===== config.mk =====
export PLATFORM = sky130hd
export DESIGN_NAME = fv_fault_eval
export DESIGN_NICKNAME = d
export VERILOG_FILES = /design/src/rtl/fvx_pkg.sv /design/src/rtl/fv_gate.sv /design/src/rtl/fv_net.sv /design/src/rtl/fv_sweep.sv /design/src/rtl/fv_fault_eval.sv
export SDC_FILE = /design/constraint.sdc
export NUM_CORES = 1
export LEC_CHECK = 0
export BUFFER_PORTS_ARGS = -buffer_cell sky130_fd_sc_hd__buf_4
export CAP_MARGIN = 20
export CORE_MARGIN = 2
export CORE_UTILIZATION = 25
export CTS_CLUSTER_SIZE = 8
export DETAILED_ROUTE_END_ITERATION = 8
export HOLD_SLACK_MARGIN = 0.1
export PLACE_DENSITY_LB_ADDON = 0.25
export SKIP_LAST_GASP = 1
export SYNTH_ARGS = -nofsm -noshare
export SYNTH_HDL_FRONTEND = slang
export SYNTH_SLANG_ARGS = --single-unit

===== constraint.sdc =====
create_clock -name clk -period 2.42 [get_ports clk]
set_input_delay 0.363 -clock clk [delete_from_list [all_inputs] [get_ports clk]]
set_output_delay 0.363 -clock clk [all_outputs]
set_load 0.02 [all_outputs]

===== src/rtl/fvx_pkg.sv =====
package fvx_pkg;
  localparam int N_PI   = 3;
  localparam int WIRE_W = 3;
  localparam int N_WIRE = 5;
  localparam int SYM_W  = 3;

  typedef struct packed {
    logic known;
    logic good;
    logic bad;
  } sym_t;

  typedef enum logic {OP_AND = 1'b0, OP_OR = 1'b1} gop_e;

  // primary input code {known, value} to a pair symbol
  function automatic sym_t sym_from_in(input logic [1:0] code);
    sym_t s;
    s.known = code[1];
    s.good  = code[1] & code[0];
    s.bad   = code[1] & code[0];
    return s;
  endfunction

  // force the faulty half of a known wire; unknown wires stay unknown
  function automatic sym_t inject(input sym_t s, input logic hit, input logic v);
    sym_t r;
    r = s;
    if (hit && s.known) r.bad = v;
    if (!r.known) begin
      r.good = 1'b0;
      r.bad  = 1'b0;
    end
    return r;
  endfunction

  function automatic logic is_disc(input sym_t s);
    return s.known & (s.good ^ s.bad);
  endfunction
endpackage


===== src/rtl/fv_gate.sv =====
module fv_gate
  import fvx_pkg::*;
#(
  parameter gop_e OP = OP_AND
) (
  input  sym_t x,
  input  sym_t y,
  output sym_t z
);
  logic g_det, g_val, f_det, f_val;

  generate
    if (OP == OP_AND) begin : g_and
      always_comb begin
        g_det = (x.known & y.known) | (x.known & ~x.good) | (y.known & ~y.good);
        g_val = x.known & y.known & x.good & y.good;
        f_det = (x.known & y.known) | (x.known & ~x.bad) | (y.known & ~y.bad);
        f_val = x.known & y.known & x.bad & y.bad;
      end
    end else begin : g_or
      always_comb begin
        g_det = (x.known & y.known) | (x.known & x.good) | (y.known & y.good);
        g_val = (x.known & x.good) | (y.known & y.good);
        f_det = (x.known & y.known) | (x.known & x.bad) | (y.known & y.bad);
        f_val = (x.known & x.bad) | (y.known & y.bad);
      end
    end
  endgenerate

  always_comb begin
    z.known = g_det & f_det;
    z.good  = g_det & f_det & g_val;
    z.bad   = g_det & f_det & f_val;
  end


  always_comb begin
    if (z.known && !x.known && !y.known) begin
      x_origin_chk: assert (1'b0 == 1'b1)
        else $error("known gate output from two unknown inputs");
    end
  end
endmodule


===== src/rtl/fv_net.sv =====
module fv_net
  import fvx_pkg::*;
(
  input  sym_t              a,
  input  sym_t              b,
  input  sym_t              c,
  input  logic              flt_en,
  input  logic [WIRE_W-1:0] flt_wire,
  input  logic              flt_val,
  output sym_t              y,
  output logic              act
);
  logic [N_WIRE-1:0] hit;
  sym_t a_f, b_f, c_f, n_raw, n_f, y_raw, site;

  for (genvar i = 0; i < N_WIRE; i++) begin : g_hit
    assign hit[i] = flt_en && (flt_wire == WIRE_W'(i));
  end

  assign a_f = inject(a, hit[0], flt_val);
  assign b_f = inject(b, hit[1], flt_val);
  assign c_f = inject(c, hit[2], flt_val);

  fv_gate #(.OP(OP_AND)) u_and (.x(a_f), .y(b_f), .z(n_raw));
  assign n_f = inject(n_raw, hit[3], flt_val);

  fv_gate #(.OP(OP_OR)) u_or (.x(n_f), .y(c_f), .z(y_raw));
  assign y = inject(y_raw, hit[4], flt_val);

  always_comb begin
    case (flt_wire)
      3'd0:    site = a_f;
      3'd1:    site = b_f;
      3'd2:    site = c_f;
      3'd3:    site = n_f;
      3'd4:    site = y;
      default: site = '0;
    endcase
    act = (|hit) & is_disc(site);
  end


  always_comb begin
    if (is_disc(y)) begin
      prop_needs_act_chk: assert (act)
        else $error("output discrepancy without activation");
    end
  end
endmodule


===== src/rtl/fv_sweep.sv =====
module fv_sweep
  import fvx_pkg::*;
#(
  parameter int NPI = N_PI
) (
  input  logic              clk,
  input  logic              rst,
  input  logic              start,
  input  logic              flt_en,
  input  logic [WIRE_W-1:0] flt_wire,
  input  logic              flt_val,
  output logic              busy,
  output logic              done,
  output logic              found,
  output logic [NPI-1:0]    vec
);
  localparam logic [NPI-1:0] LAST = '1;

  logic [NPI-1:0] idx;
  sym_t sa, sb, sc, sy;
  logic s_act, hit_now;

  assign sa = sym_from_in({1'b1, idx[NPI-1]});
  assign sb = sym_from_in({1'b1, idx[NPI-2]});
  assign sc = sym_from_in({1'b1, idx[NPI-3]});

  fv_net u_net (
    .a(sa), .b(sb), .c(sc),
    .flt_en(flt_en), .flt_wire(flt_wire), .flt_val(flt_val),
    .y(sy), .act(s_act)
  );

  assign hit_now = is_disc(sy) & s_act;

  always_ff @(posedge clk) begin
    if (rst) begin
      busy  <= 1'b0;
      done  <= 1'b0;
      found <= 1'b0;
      idx   <= '0;
      vec   <= '0;
    end else if (!busy && start) begin
      busy  <= 1'b1;
      done  <= 1'b0;
      found <= 1'b0;
      idx   <= '0;
    end else if (busy) begin
      if (hit_now) begin
        busy  <= 1'b0;
        done  <= 1'b1;
        found <= 1'b1;
        vec   <= idx;
      end else if (idx == LAST) begin
        busy  <= 1'b0;
        done  <= 1'b1;
      end else begin
        idx <= idx + 1'b1;
      end
    end
  end


  busy_done_excl_chk: assert property (@(posedge clk) disable iff (rst)
    $onehot0({busy, done}));

  found_implies_done_chk: assert property (@(posedge clk) disable iff (rst)
    found |-> done);

  result_hold_chk: assert property (@(posedge clk) disable iff (rst)
    (done && !start) |=> (done && $stable(found) && $stable(vec)));
endmodule


===== src/rtl/fv_fault_eval.sv =====
module fv_fault_eval
  import fvx_pkg::*;
(
  input  logic              clk,
  input  logic              rst,
  input  logic [1:0]        a_in,
  input  logic [1:0]        b_in,
  input  logic [1:0]        c_in,
  input  logic              flt_en,
  input  logic [WIRE_W-1:0] flt_wire,
  input  logic              flt_val,
  output logic [SYM_W-1:0]  out_code,
  output logic              detect,
  output logic              activ,
  input  logic              sweep_start,
  output logic              sweep_busy,
  output logic              sweep_done,
  output logic              sweep_found,
  output logic [N_PI-1:0]   sweep_vec
);
  sym_t y_now;
  logic act_now;

  fv_net u_net (
    .a(sym_from_in(a_in)), .b(sym_from_in(b_in)), .c(sym_from_in(c_in)),
    .flt_en(flt_en), .flt_wire(flt_wire), .flt_val(flt_val),
    .y(y_now), .act(act_now)
  );

  always_ff @(posedge clk) begin
    if (rst) begin
      out_code <= '0;
      detect   <= 1'b0;
      activ    <= 1'b0;
    end else begin
      out_code <= y_now;
      detect   <= is_disc(y_now);
      activ    <= act_now;
    end
  end

  fv_sweep #(.NPI(N_PI)) u_sweep (
    .clk(clk), .rst(rst), .start(sweep_start),
    .flt_en(flt_en), .flt_wire(flt_wire), .flt_val(flt_val),
    .busy(sweep_busy), .done(sweep_done), .found(sweep_found), .vec(sweep_vec)
  );


  fault_off_quiet_chk: assert property (@(posedge clk) disable iff (rst)
    !flt_en |=> (!detect && !activ));

  detect_code_chk: assert property (@(posedge clk) disable iff (rst)
    detect |-> (out_code[2] && (out_code[1] ^ out_code[0])));
endmodule


---- Yosys cells after proc, flatten, opt, wreduce, memory -nomap -nowiden ----
Cells that the tools add are included.
word-level totals
  output and inout bits ................... 11
  register bits ........................... 14
cells by class
  muxes and demuxes ....................... 23
  reduce and logical (&&, ||, !) cells .... 20
  bitwise gates (word level) .............. 54
  $add $sub $neg .......................... 1
  eq/ne operators ......................... 5
operators by type and width
  operator                                        number
  AND 1 bit                                       31
  one-hot mux 3 bit (5 select lines)              2
  two-way mux 1 bit                               16
  OR 1 bit                                        12
  logical AND 1 bit                               11
  two-way mux 2 bit                               5
  inverter 1 bit                                  7
  == test 3 x 2 -> 1 bit (second input constant)  2
  == test 3 bit (second input constant)           2
  AND reduction 3 bit                             2
  OR reduction 5 bit                              1
  AND reduction 2 bit                             2
  XOR 1 bit                                       4
  adder 3 x 1 -> 3 bit (second input constant)    1
  == test 3 x 1 -> 1 bit (second input constant)  1
  logical NOT 3 bit                               1
  nonzero test 2 bit                              1
  OR reduction 2 bit                              1
  logical NOT 1 bit                               1

---- Logic depth before layout (Yosys ltp) ----
Gate-level depths: netlist of the first run.
  depth in word-level cells ............... 24
  mapped depth ............................ 7
  gate-level depth less buffers ........... 6

---- Hierarchy ----
A second synthesis of the first run with hierarchy kept.
second synthesis, totals
  cells, all modules ...................... 198
  area, all modules ....................... 1,604.0 um2
modules (own cells, without submodules)
  module                      area an instance (um2)  cells each  instances
  fv_net                      405.4                   56          2
  fv_sweep                    454.2                   44          1
  fv_fault_eval               161.4                   14          1
  fv_gate at u_net.u_or ...   48.8                    9           2
  fv_gate at u_net.u_and ...  40.0                    5           2

---- Worst setup path before layout of the first run ----
Ideal clock, no wire load.
  path kind ............................... input-to-reg
  start ................................... input port flt_wire[1]
  end ..................................... register u_sweep.vec[0]
  setup slack ............................. 500 ps
  setup time .............................. 72 ps
  cell stages on the path ................. 7
  arrival ................................. 1,848 ps
  buffers on the path ..................... 1
  path through ............................ buf_2 -> nor2_1 -> and3_1 -> a211oi_1 -> or4_4 -> a21oi_4 -> mux2i_1
on the way
  longest elaborated chain between the ends .. 13
  elaborated cells between the ends (all ways) .. 25
  classes of those cells .................. eq/ne (4); mux (6); bitwise (7); reduce/logical (8)
RTL lines
  what                                                         line                        source
  from (decl)                                                  fv_fault_eval.sv:10         input logic [WIRE_W-1:0] flt_wire,
  == test 3 x 1 -> 1 bit or logical NOT 3 bit (tied branches)  fv_net.sv:17, fv_net.sv:31
  logical AND 1 bit                                            fv_net.sv:17                assign hit[i] = flt_en && (flt_wire == WIRE_W'(i));
  two-way mux 1 bit                                            fvx_pkg.sv:28               if (hit && s.known) r.bad = v;
  AND 1 bit                                                    fv_gate.sv:18               f_val = x.known & y.known & x.bad & y.bad;
  two-way mux 1 bit                                            fvx_pkg.sv:28
  OR 1 bit                                                     fv_gate.sv:25               f_val = (x.known & x.bad) | (y.known & y.bad);
  two-way mux 1 bit                                            fvx_pkg.sv:28
  one-hot mux 3 bit (5 select lines)                           fv_net.sv:31                case (flt_wire)
  XOR 1 bit                                                    fvx_pkg.sv:37               return s.known & (s.good ^ s.bad);
  AND 1 bit                                                    fvx_pkg.sv:37
  AND 1 bit                                                    fv_net.sv:39                act = (|hit) & is_disc(site);
  AND 1 bit (*)                                                fv_sweep.sv:33              assign hit_now = is_disc(sy) & s_act;
  AND reduction 3 bit (no source line) (*)                     n/a
  to (signal assigned)                                         fv_sweep.sv:52              vec <= idx;
  to (decl)                                                    fv_sweep.sv:15              output logic [NPI-1:0] vec
Mark *: on every way between the ends. The rest lies on a longest branch, timed or not.
A chain may end at the register's enable or synchronous reset.

---- Final worst setup path of the first run ----
  start ................................... input port flt_val
  end ..................................... register u_sweep.idx[0]
on the way
  longest elaborated chain between the ends .. 12
  elaborated cells between the ends (all ways) .. 15
  classes of those cells .................. mux (6); bitwise (8); reduce/logical (1)
RTL lines
  what                                      line                 source
  from (decl)                               fv_fault_eval.sv:11  input logic flt_val,
  two-way mux 1 bit                         fvx_pkg.sv:28
  AND 1 bit                                 fv_gate.sv:18
  two-way mux 1 bit                         fvx_pkg.sv:28
  OR 1 bit                                  fv_gate.sv:25
  two-way mux 1 bit                         fvx_pkg.sv:28
  one-hot mux 3 bit (5 select lines)        fv_net.sv:31
  XOR 1 bit                                 fvx_pkg.sv:37
  AND 1 bit                                 fvx_pkg.sv:37
  AND 1 bit                                 fv_net.sv:39
  AND 1 bit (*)                             fv_sweep.sv:33
  inverter 1 bit (no source line) (*)       n/a
  AND reduction 3 bit (no source line) (*)  n/a
  to (signal assigned)                      fv_sweep.sv:57       idx <= idx + 1'b1;
  to (decl)                                 fv_sweep.sv:19       logic [NPI-1:0] idx;
Marked as above.

==> results of run 1 <==
==> worst reg2reg max path, stage by stage, from the launching register on <==
cell and delay (ps):
dfxtp_1 380, nand2_1 120, o21ai_1 60, a32o_1 240
or4_4 560, nand4_1 220, mux2i_1 210
==> kinds of logic (layout without fill, tap and decap cells) <==
group                      after synthesis  count (layout)  synth area share (%)
adders and majority gates                2               2                 2.652
muxes                                    9               9                 9.682
DFF                                     14              14                 29.71
and+or+nand+nor                         40              40                 24.67
buffers and inverters                   12              39                 5.039
AOI/OAI and AO/OA                       33              33                 25.47
xor gates and xnor gates                 3               3                 2.786
==> where the power goes <==
group	leakage, nW	internal (mW)	switching, mW
clock network	0.0288	0.144	0.0772
logic	0.362	0.0552	0.0676
registers	0.114	0.238	0.00522
==> area by class of cell <==
| type | instances | area, um^2 | share of cell area [%] |
|---|---|---|---|
| timing repair buffer | 26 | 195.2 | 15.74 |
| clock buffer | 4 | 55.05 | 4.440 |
| multi-input combinational | 87 | 615.6 | 49.65 |
| inverter | 9 | 33.78 | 2.725 |
| sequential | 14 | 280.3 | 22.60 |
| tap | 48 | 60.06 | 4.844 |
==> worst max path at each step <==
stage	slack (ps)	depth (start not counted)	end	startpoint
2_1_floorplan	500	7	u_sweep.vec[0]	flt_wire[1]
3_3_place_gp	300	6	u_sweep.vec[1]	flt_val
3_5_place_dp	300	6	u_sweep.vec[1]	flt_val
4_1_cts	540	6	u_sweep.vec[1]	flt_val
5_1_grt	460	7	detect	flt_wire[0]
6_report	550	6	u_sweep.idx[0]	flt_val
==> flip-flops by register name, summed over array words and instances, names as in the netlist <==
register and flops:
activ 1, detect 1, out_code 3, u_sweep.busy 1, u_sweep.done 1, u_sweep.found 1
u_sweep.idx 3, u_sweep.vec 3
==> Yosys cell counts (all sizes together), types with 2 or more instances <==
master	number
o31ai	2
buf	2
xnor2	2
a31oi	2
o2111ai	2
nand2	15
and3	2
o22a	2
nand4b	2
o21ai	4
a21oi	9
nand2b	9
nand3	2
o22ai	2
ha	2
mux2i	8
o21a	2
dfxtp	14
o32ai	2
a221oi	2
inv	9
==> through the flow <==
step	cell area, um^2	utilization (%)	hold slack [ps]	worst slack, ps
6_report	1240	34.13	365.6	545.2
4_1_cts	1240	34.13	360.1	544.5
5_1_grt	1240	34.13	360.9	455.3
3_3_place_gp	1185	32.61	454.3	304.5
2_1_floorplan	943.4	-	492.5	499.9
3_5_place_dp	1185	32.61	458.5	298.0
==> routing by layer <==
metal	part of all wire, %	track usage [%]	vias to the layer above	wire length, um
li1	-	-	474	-
met1	49	16.91	437	1132
met2	42	16.71	38	966
met3	6.7	1.370	6	155
met4	2.5	7.031	0	58
met5	0	0	-	0
==> flow_metrics.tcl, run 1 <==
set metrics [dict create \
    outcome "completed" \
    r2r_start "u_sweep.idx[1]" \
    yosysTopAreaCellShare_pct 29.71 \
    place_inst 184 \
    max_stage_delay_ps 560 \
    r2r-end "u_sweep.idx[0]" \
    fin_nets 157 \
    grt_usage_pct 11.78 \
    min_to "u_sweep.busy" \
    clk_pin_slew_ps 50 \
    cts_max_path_buffers 2 \
    syn_area_per_cell_um2 8.349 \
    route.detailed.drc 0 \
    p_total_mw 0.5869 \
    critPathArrivalTime_ps 2050 \
    clock-sinks 14 \
    grt_pass1_wl_um 3939 \
    core_mm2 0.003633 \
    synthesis.nets 129 \
    path_cells "buf_4 > and3b_1 > a32o_1 > or4_4 > nand4_1 > mux2i_1" \
    ys_top_cells_by_area "dfxtp_1 30%, mux2i_1 8.5%, nand2_1 6.0%" \
    instances_no_fill 188 \
    area.growth.synth_to_final_pct 31.43 \
    critPathMaxFanout 8 \
    fillCellCount 403 \
    design.die.area_mm2 0.004281 \
    crit_buf_inv 1 \
    fmax_ghz 0.5334 \
    hp-start "rst" \
    hold_path_class "in2reg" \
    synth_top_cell_by_area "dfxtp_1" \
    vias 955 \
    synth-seq-cells 14 \
    yosys_warnings 0 \
    fin_setup_tns_ps 0 \
    cts_tree "built" \
    routed_wl_um 2313 \
    worstSkewPairLatency_ps 240 \
    maxCapViolCount 0 \
    netlist-cell-type-count 41 \
    reg2reg_slack_ps 570 \
    num_rows 22 \
    rsz0062_at_grt "false" \
    synth_edf_count 0 \
    peakVddDrop_v 0.0001550 \
    setup_viol 0 \
    drt_pass1_iterations 4 \
    cp.required_ps 2590 \
    grt_overflow 0 \
    grt_max_degree 17 \
    final.setup_skew_ps 1.220 \
    power.leakage_nw 0.5048 \
    drtIter0Drc 33 \
    crit_path_top_delay_cell "or4_4" \
    initial_core_util_pct 25.96 \
    tightest_slew_ps 613.2 \
    final_common_cell "buf_4" \
    antenna_found_initial 0 \
    root_buffer "clkbuf_8" \
    synthArstFlopShare_pct 0 \
    diodes 0 \
    place.gp.congestion 0.8658 \
    die-width_um 65.43 \
    critPathLaunchType "primary input" \
    drv_slew 0 \
    routedWlPerCell_um 12.30 \
    cts_setup_buffers 0 \
    yosysSeqAreaShare_pct 29.71 \
    drive_gt1_share_pct 25.00 \
    cp_top_family "simple AND/OR/NAND/NOR gates" \
    slew_headroom_pct 58.99 \
    critPathKind "in2reg" \
    period_minus_slack_ps 1875 \
    die_h_um 65.43 \
    finalCritPeriodShare_pct 77.47 \
    syn_inst 113 \
    ant_nets 0 \
    cts_hold_buffers 0 \
    final_cell_mix "26 x buf_4, 15 x nand2_1, 14 x dfxtp_1" \
    ys.flop_type "dfxtp_1" \
    cts_resized 0 \
    final_hold_viol_count 0 \
    syn_area_um2 943.4 \
    htree_levels 1 \
    r2r.worst_path.cells 6 \
    grt_pass1_vias 867 \
    numCtsBuffers 3 \
    placement.io_buffers 24 \
    dp.final_hpwl_um 1836 \
    ioPinCount 25 \
    worstSetupEndpointType "register" \
    whs_path_depth 2 \
    powerDensity_mw_per_mm2 473.3 \
    vias_per_cell 5.080 \
]
(Power assumes the default switching activity.)
==> run 2: changes to the inputs <==
==> constraint.sdc (replaced) <==
create_clock -name clk -period 1.6 [get_ports clk]
set_input_delay 0.24 -clock clk [delete_from_list [all_inputs] [get_ports clk]]
set_output_delay 0.24 -clock clk [all_outputs]
set_load 0.02 [all_outputs]
==> run 2 against run 1 <==
  * The flow now finishes with violations (negative setup slack)
  * Total power rose by 61%
  * Utilization grew 8.3 points
  * Critical path type is now reg2reg
  * Largest power group unchanged
  * Global-route usage is 1.5 points higher
==> flow_metrics.tcl, run 2 (same netlist as run 1, synthesis figures left out) <==
set metrics [dict create \
    r2r.worst_path.cells 5 \
    clk_pin_slew_ps 60 \
    ioPinCount 25 \
    vias_per_cell 4.820 \
    setup_slack_ps -204.1 \
    vias 1046 \
    route.detailed.drc 0 \
    critPathMaxFanout 4 \
    grt_use_met1_pct 15.41 \
    worstSetupEndpointType "register" \
    peakVddDrop_v 0.0002738 \
    initial_core_util_pct 25.96 \
    final_hold_viol_count 0 \
    root_buffer "clkbuf_8" \
    area.growth.synth_to_final_pct 63.26 \
    p_total_mw 0.9459 \
    critPathArrivalTime_ps 1960 \
    htree_levels 1 \
    final.setup_skew_ps 2.969 \
    fin_nets 186 \
    drtIter0Drc 27 \
    grt_overflow 0 \
    path_cells "buf_6 > a32o_2 > or4_4 > nand4_1 > mux2i_1" \
    final_common_cell "buf_4" \
    stdcell_area_mm2 0.001540 \
    numCtsBuffers 3 \
    cts_max_path_buffers 2 \
    busiest_layer "met2" \
    crit_path_top_delay_cell "or4_4" \
    finalCritPeriodShare_pct 112.8 \
    place_inst 210 \
    slew_headroom_pct 62.56 \
    clock-sinks 14 \
    dp.final_hpwl_um 2174 \
    design.die.area_mm2 0.004281 \
    r2r-end "u_sweep.idx[1]" \
    grt_pass1_wl_um 4429 \
    grt_max_degree 12 \
    critPathKind "reg2reg" \
    drt_pass1_iterations 4 \
    fmax_ghz 0.5543 \
    hp-start "rst" \
    postPlaceCellArea_mm2 0.001410 \
    hold_slack_ps 244.7 \
    tightest_slew_ps 561.6 \
    final_util_pct 42.39 \
    min_to "u_sweep.busy" \
    die-width_um 65.43 \
    reg2reg_slack_ps -200 \
    core_mm2 0.003633 \
    max_stage_delay_ps 550 \
    critPathLaunchType "register" \
    cp_top_family "simple AND/OR/NAND/NOR gates" \
    period_minus_slack_ps 1804 \
    worstSkewPairLatency_ps 240 \
    pre_cts_ws_ps -383.4 \
    whs_path_depth 2 \
    antenna_found_initial 0 \
    violations "negative setup slack" \
    routedWlPerCell_um 11.86 \
    crit_buf_inv 1 \
    cts_hold_buffers 0 \
    setup_viol 9 \
    powerDensity_mw_per_mm2 614.1 \
    num_rows 22 \
    grt_use_met3_pct 1.541 \
    diodes 0 \
    drv_slew 0 \
    grt_pass1_vias 1003 \
    grt_usage_pct 13.32 \
    final_cell_mix "53 x buf_4, 14 x nand2_1, 12 x dfxtp_1" \
    routed_wl_um 2574 \
    r2r_start "u_sweep.idx[1]" \
    maxCapViolCount 0 \
    ant_nets 0 \
    fin_setup_tns_ps -1346 \
    instances_no_fill 217 \
    met2_usage_pct 23.85 \
    rsz0062_at_grt "true" \
    placement.io_buffers 24 \
    power.leakage_nw 0.6770 \
    place.gp.congestion 0.8448 \
    die_h_um 65.43 \
    hold_path_class "in2reg" \
    cp.required_ps 1760 \
    outcome "complete, but fails checks" \
    top_regs "out_code (3), u_sweep.idx (3), u_sweep.vec (3)" \
    drive_gt1_share_pct 45.56 \
    cts_tree "built" \
]
## run 2: cell count changes in the layout (fill, tap and decap cells not counted), sizes merged
cell,delta
buf,+29
## run 2: final cells by class
| cell class | instances | area (um^2) |
|---|---|---|
| fill | 382 | 2093 |
| multi-input combinational | 87 | 688.2 |
| timing repair buffer | 55 | 420.4 |
| sequential | 14 | 282.8 |
| tap | 48 | 60.06 |
| clock buffer | 4 | 55.05 |
| inverter | 9 | 33.78 |
## run 2: layer usage
layer	share of wire, %	up-vias
met5	0	-
met3	3.8	6
met4	2.1	0
met2	49	26
li1	-	533
met1	45	481
## run 2: how the worst max path moves through the flow
| stage | start | to | slack (ps) | depth (start not counted) |
|---|---|---|---|---|
| 2_1_floorplan | flt_val | u_sweep.idx[0] | -90 | 5 |
| 3_3_place_gp | flt_wire[2] | u_sweep.idx[1] | -370 | 6 |
| 3_5_place_dp | flt_wire[2] | u_sweep.idx[1] | -380 | 6 |
| 4_1_cts | u_sweep.idx[1] | u_sweep.idx[1] | -180 | 5 |
| 5_1_grt | u_sweep.idx[1] | u_sweep.idx[1] | -290 | 5 |
| 6_report | u_sweep.idx[1] | u_sweep.idx[1] | -200 | 5 |
## run 2: what timing repair did
action                                  CTS  global route
endpoints found under the setup margin   11            12
pin swaps                                 3             6
gates resized for setup                   5             8
setup buffers                             3             0
## run 2: report_power, final
part	internal [mW]	total [mW]	switching, mW
sequential	0.360	0.365	0.00514
combinational	0.126	0.248	0.122
clock	0.217	0.333	0.116
